[src/rtl/uart_rxf_pkg.sv]
package uart_rxf_pkg;

  typedef struct packed {
    logic       ovr;
    logic       brk;
    logic       par;
    logic       frm;
    logic [7:0] data;
  } rx_entry_t;

  function automatic logic entry_bad(input logic frm, input logic par);
    return frm | par;
  endfunction

  function automatic int unsigned ptr_fill(input int unsigned wr, input int unsigned rd,
                                           input int unsigned span);
    return (wr + span - rd) % span;
  endfunction

endpackage

[src/rtl/rxf_store.sv]
module rxf_store
  import uart_rxf_pkg::*;
#(
  parameter int DEPTH = 16,
  localparam int AW = $clog2(DEPTH)
) (
  input  logic       clk,
  input  logic       rst_n,
  input  logic       clr,
  input  logic       push,
  input  logic       pop,
  input  logic       mark_ovr,
  input  rx_entry_t  wr_entry,
  output rx_entry_t  head,
  output logic [AW:0] level,
  output logic       empty,
  output logic       full
);
  localparam int SPAN = 2 * DEPTH;

  rx_entry_t       mem [DEPTH];
  logic [AW:0]     wr_ptr, rd_ptr;
  logic [AW-1:0]   last_idx;

  assign last_idx = wr_ptr[AW-1:0] - 1'b1;
  assign level    = AW'(0) + (AW+1)'(ptr_fill(int'(wr_ptr), int'(rd_ptr), SPAN));
  assign empty    = (wr_ptr == rd_ptr);
  assign full     = (wr_ptr[AW] != rd_ptr[AW]) && (wr_ptr[AW-1:0] == rd_ptr[AW-1:0]);
  assign head     = empty ? '0 : mem[rd_ptr[AW-1:0]];

  always_ff @(posedge clk or negedge rst_n) begin
    if (!rst_n) begin
      wr_ptr <= '0;
      rd_ptr <= '0;
    end else if (clr) begin
      wr_ptr <= '0;
      rd_ptr <= '0;
    end else begin
      if (push) wr_ptr <= wr_ptr + 1'b1;
      if (pop)  rd_ptr <= rd_ptr + 1'b1;
    end
  end

  always_ff @(posedge clk or negedge rst_n) begin
    if (!rst_n) begin
      for (int i = 0; i < DEPTH; i++) mem[i] <= '0;
    end else if (!clr) begin
      if (push)     mem[wr_ptr[AW-1:0]] <= wr_entry;
      if (mark_ovr) mem[last_idx].ovr   <= 1'b1;
    end
  end
endmodule

[src/rtl/rxf_flags.sv]
module rxf_flags (
  input  logic clk,
  input  logic rst_n,
  input  logic clr,
  input  logic frame_evt,
  input  logic frame_brk,
  input  logic err_evt,
  input  logic ovr_evt,
  input  logic err_clr,
  input  logic brk_clr,
  output logic err_status,
  output logic overrun,
  output logic brk_sticky,
  output logic brk_live
);
  logic err_q;

  assign err_status = err_q | overrun;

  always_ff @(posedge clk or negedge rst_n) begin
    if (!rst_n) begin
      err_q <= 1'b0; overrun <= 1'b0; brk_sticky <= 1'b0; brk_live <= 1'b0;
    end else if (clr) begin
      err_q <= 1'b0; overrun <= 1'b0; brk_sticky <= 1'b0; brk_live <= 1'b0;
    end else begin
      if (ovr_evt) overrun <= 1'b1;
      if (err_evt || ovr_evt) err_q <= 1'b1;
      else if (err_clr)       err_q <= 1'b0;
      if (frame_evt && frame_brk) brk_sticky <= 1'b1;
      else if (brk_clr)           brk_sticky <= 1'b0;
      if (frame_evt) brk_live <= frame_brk;
    end
  end
endmodule

[src/rtl/rxf_softrst.sv]
module rxf_softrst #(
  parameter int INIT_CYC = 4,
  localparam int CW = (INIT_CYC > 1) ? $clog2(INIT_CYC) : 1
) (
  input  logic clk,
  input  logic rst_n,
  input  logic start,
  output logic busy
);
  logic [CW-1:0] cnt;

  always_ff @(posedge clk or negedge rst_n) begin
    if (!rst_n) begin
      busy <= 1'b0;
      cnt  <= '0;
    end else if (!busy) begin
      if (start) begin
        busy <= 1'b1;
        cnt  <= '0;
      end
    end else if (cnt == CW'(INIT_CYC - 1)) begin
      busy <= 1'b0;
    end else begin
      cnt <= cnt + 1'b1;
    end
  end
endmodule

[src/rtl/uart_rxf_top.sv]
module uart_rxf_top
  import uart_rxf_pkg::*;
#(
  parameter int DEPTH    = 16,
  parameter int INIT_CYC = 4,
  localparam int AW = $clog2(DEPTH)
) (
  input  logic        clk,
  input  logic        rst_n,
  input  logic        in_valid,
  input  logic [7:0]  in_data,
  input  logic        in_frm_err,
  input  logic        in_par_err,
  input  logic        in_brk,
  input  logic        rd_en,
  input  logic        flush,
  input  logic        err_clr,
  input  logic        brk_clr,
  input  logic        soft_rst_set,
  input  logic        dma_mode,
  input  logic        err_irq_en,
  output logic [7:0]  rd_data,
  output logic        head_frm,
  output logic        head_par,
  output logic        head_brk,
  output logic        head_ovr,
  output logic        empty,
  output logic        full,
  output logic [AW:0] level,
  output logic        err_status,
  output logic        err_irq,
  output logic        overrun,
  output logic        brk_sticky,
  output logic        brk_live,
  output logic        dma_req,
  output logic        soft_rst_busy
);
  // Named internal events, observed by the bound checker
  logic      act, ev_frame, ev_flush, ev_pop, ev_push, ev_drop, ev_err;
  rx_entry_t in_entry, head;

  assign act      = !soft_rst_busy;
  assign ev_frame = in_valid & act;
  assign ev_flush = flush & act;
  assign ev_pop   = rd_en & !empty & act & !ev_flush;
  assign ev_push  = ev_frame & !ev_flush & (!full | ev_pop);
  assign ev_drop  = ev_frame & !ev_flush & full & !ev_pop;
  assign ev_err   = ev_frame & entry_bad(in_frm_err, in_par_err);

  assign in_entry = '{ovr: 1'b0, brk: in_brk, par: in_par_err, frm: in_frm_err, data: in_data};

  rxf_softrst #(.INIT_CYC(INIT_CYC)) u_srst (
    .clk(clk), .rst_n(rst_n), .start(soft_rst_set), .busy(soft_rst_busy)
  );

  rxf_store #(.DEPTH(DEPTH)) u_store (
    .clk(clk), .rst_n(rst_n), .clr(soft_rst_busy | ev_flush),
    .push(ev_push), .pop(ev_pop), .mark_ovr(ev_drop), .wr_entry(in_entry),
    .head(head), .level(level), .empty(empty), .full(full)
  );

  rxf_flags u_flags (
    .clk(clk), .rst_n(rst_n), .clr(soft_rst_busy),
    .frame_evt(ev_frame), .frame_brk(in_brk), .err_evt(ev_err), .ovr_evt(ev_drop),
    .err_clr(err_clr & act), .brk_clr(brk_clr & act),
    .err_status(err_status), .overrun(overrun),
    .brk_sticky(brk_sticky), .brk_live(brk_live)
  );

  assign rd_data  = head.data;
  assign head_frm = head.frm;
  assign head_par = head.par;
  assign head_brk = head.brk;
  assign head_ovr = head.ovr;
  assign err_irq  = err_status & err_irq_en;
  assign dma_req  = dma_mode & !empty & !err_status & act;
endmodule

[config.mk]
export PLATFORM = sky130hd
export DESIGN_NAME = uart_rxf_top
export DESIGN_NICKNAME = d
export VERILOG_FILES = /design/src/rtl/uart_rxf_pkg.sv /design/src/rtl/rxf_store.sv /design/src/rtl/rxf_flags.sv /design/src/rtl/rxf_softrst.sv /design/src/rtl/uart_rxf_top.sv
export SDC_FILE = /design/constraint.sdc
export NUM_CORES = 1
export LEC_CHECK = 0
export BUFFER_PORTS_ARGS = -buffer_cell sky130_fd_sc_hd__buf_2
export CAP_MARGIN = 20
export CORE_ASPECT_RATIO = 1.1
export CORE_MARGIN = 1
export CORE_UTILIZATION = 36
export CTS_CLUSTER_SIZE = 24
export DETAILED_ROUTE_END_ITERATION = 7
export SLEW_MARGIN = 20
export SYNTH_ARGS = -nofsm -noshare
export SYNTH_HDL_FRONTEND = slang
export SYNTH_HIERARCHICAL = 1
export SYNTH_SLANG_ARGS = --single-unit
[constraint.sdc]
create_clock -name clk -period 3.7 [get_ports clk]
set_input_delay 0.37 -clock clk [delete_from_list [all_inputs] [get_ports clk]]
set_output_delay 0.37 -clock clk [all_outputs]
set_load 0.01 [all_outputs]
==> summary.md <==
| Metric | Value |
|---|---|
| Clk buf depth | `3` |
| Syn Area/Cell | `14.0 um^2` |
| Largest net degree at the start of global routing | `98` |
| ANT nets after route | `0` |
| Most frequent cells in the layout | `dfrtp_1 (207), mux2_1 (119), mux2_2 (58)` |
| Commonest non-fill, non-tap cell in the layout | `dfrtp_1` |
| WP data arrival | `3570 ps` |
| Routability cong. | `0.828` |
| Total power | `4.91 mW` |
| Initial DRC Count | `339` |
| Synth Area in Compound Gates | `0.0475` |
| Simple-gate share of the synthesized area | `0.0630` |
| Area of the core | `0.0278 mm^2` |
| Final setup fails | `0` |
| Final period util | `0.860` |
| Synth top area share | `0.515` |
| CTS Hold Bufs | `1` |
| Post-synth top area cell | `dfrtp_1` |
| Fill cells | `2518` |
| Fin. Hold Viols | `0` |
| Post-synth EDFFs | `0` |
| Status | `finished clean` |
| Synth Area in XOR/XNOR | `0.0121` |
| Slew at the pin closest to its max-slew limit | `821 ps` |
| Ports | `47` |
| Pwr dens | `423 mW/mm^2` |
| Max Cap Viol | `0` |
| TNS Setup | `0 ps` |
| Peak supply drop | `0.302 mV` |
| RSZ-0062 raised after global routing | `false` |
| DRT Pass-1 Iters | `6` |
| Synth Area in Adders | `0.0143` |
| All-Layer GR Usage | `0.171` |
| Synth Warn # | `6` |
| I/O Buffers | `46` |
| Grt total ovfl | `0` |
| Ranking of synthesized cells by area | `dfrtp_1 (51%), mux2_1 (13%), mux4_2 (9.3%), mux2_2 (6.4%), a221o_1 (1.8%)` |
| Fin util | `0.418` |
| Vias in the first global route | `6496` |
| DR WL/cell | `20.5 um` |
| Cell area after synthesis | `0.0102 mm^2` |
| R2R Setup Slk | `520 ps` |
| Minimum clock period after layout | `3180 ps` |
| Clk_skew | `11.4 ps` |
| Maximum clock rate | `0.314 GHz` |
| Crit Path Class | `flip-flop to flip-flop` |
| Layout cells sized above 1 | `0.286` |
| Number of vias per cell | `5.32` |
| Clk slew on worst S/H paths | `60 ps` |
| First-pass GRT wire length | `38.0 mm` |
| DRC | `0` |
| Mapped Cells | `724` |
| Die Area | `0.0289 mm^2` |
| CP Launch Type | `flip-flop` |
| Die W | `162 um` |
| Drt total wl | `23.8 mm` |
| Vias | `6173` |
| Largest family of logic cells by synthesized area | `multiplexers` |
| Clk Latency, worst-skew pair | `510 ps` |
| Cell row count | `64` |
| CTS Root Cell | `clkbuf_16` |
| Starting Density | `0.366` |
| Rel. slew slack | `0.453` |
| Area grow syn2layout | `14.2%` |
| Post-DP HPWL | `15.5 mm` |
| CTS tree | `yes` |
| Fin. max-slew vios | `0` |
| Final nets | `816` |
| CP required | `4090 ps` |
| Sinks on Clock Net | `209` |
| H-Tree Depth | `1` |
| Register bit count reported by yosys | `209` |
| Crit-path max FO | `7` |
| Worst setup EP type | `flip-flop` |
| HP Class | `primary input to flip-flop` |
| Yosys cell types | `56` |
| Lkg Pwr | `5.62 nW` |
| Post-CTS setup buffers | `0` |
| Multiplexer share of the synthesized area | `0.311` |
| Antenna Cells | `0` |
| FFs w/ async S/R, synth | `1.00` |
| CTS buffer count | `22` |
| Antenna violations before repair | `0` |
| CTS resizes | `0` |
| Register area share after synthesis | `0.515` |
| Die Y | `178 um` |
| Most used DFF post-synth | `dfrtp_1` |
-- cell type report --
cell class              instances  area (um^2)  area share
flip-flops and latches        209         5240       0.451
multi-input cells             448         4580       0.394
clock buffers                  31          634      0.0547
repair buffers                 85          572      0.0493
well taps                     363          454      0.0391
inverters                      18         67.6     0.00582
clock inverters                 6         66.3     0.00571
-- kinds of logic (layout without fill, tap and decap cells) --
| logic type | count (synthesis) | after routing |
|---|---|---|
| multiplexers | 231 | 231 |
| AO/OA/AOI/OAI | 61 | 61 |
| other | 1 | 5 |
| AND/OR/NAND/NOR | 126 | 126 |
| XOR/XNOR | 14 | 14 |
| buffers and inverters | 71 | 140 |
| adder cells (fa/ha/maj) | 11 | 11 |
| flip-flops | 209 | 209 |
-- synthesized netlist by cell type (all sizes together), types with 2 or more instances --
master and number:
nor3b 2, mux4 48, inv 18, a21o 3, o22ai 2, a221o 18, nand4 6, or2 4
mux2 177, o221ai 4, and3 7, o21ai 6, mux2i 6, xor2 5, nor4b 2, buf 34
dfrtp 209, a21oi 18, nor2b 7, nand2b 7, nand2 41, xnor2 9, clkbuf 19, and2 8
nand3 6, or3 4, nor2 26, o32a 4, ha 10, nor3 2
-- power breakdown --
part           internal (mW)  switching (mW)  leakage [nW]
clock network           1.26           0.896         0.348
logic                  0.160           0.191          2.41
registers               2.35          0.0553          2.86
-- routing by layer --
layer	wire (um)	GRT usage
met1	10500	0.228
met2	11900	0.293
met3	871	0.0200
met4	473	0.0452
met5	0	0
-- per-stage QoR --
step                      cells  instance area, um^2  setup WS, ps  hold slack [ps]
after global routing       1160                11600           330              138
after global placement     1122                10900           591              459
final                      1160                11600           519              118
after CTS                  1160                11600           521              109
after floorplan             728                10200           436             74.4
after detailed placement   1122                10900           518              469
-- final timing paths --
check	to	startpoint	cells past startpoint
hold reg to reg	flip-flop	flip-flop	1
hold / removal	u_srst/busy	soft_rst_set	3
setup / recovery	flip-flop	u_store/wr_ptr[0]	10
setup reg to reg	flip-flop	u_store/wr_ptr[0]	10
min in group asynchronous	u_flags/brk_sticky	rst_n	2
max in group asynchronous	async pin	rst_n	3
-- worst max-delay path: stages, from the launching register on --
cell	delay [ps]
dfrtp_1	450
inv_1	140
ha_1	330
nand4_1	150
nor2_1	70
nand2b_4	150
a2111oi_4	410
nor2b_1	390
and3_1	480
buf_12	180
mux2_1	320
No activity file was read; power rests on OpenSTA's default activity.
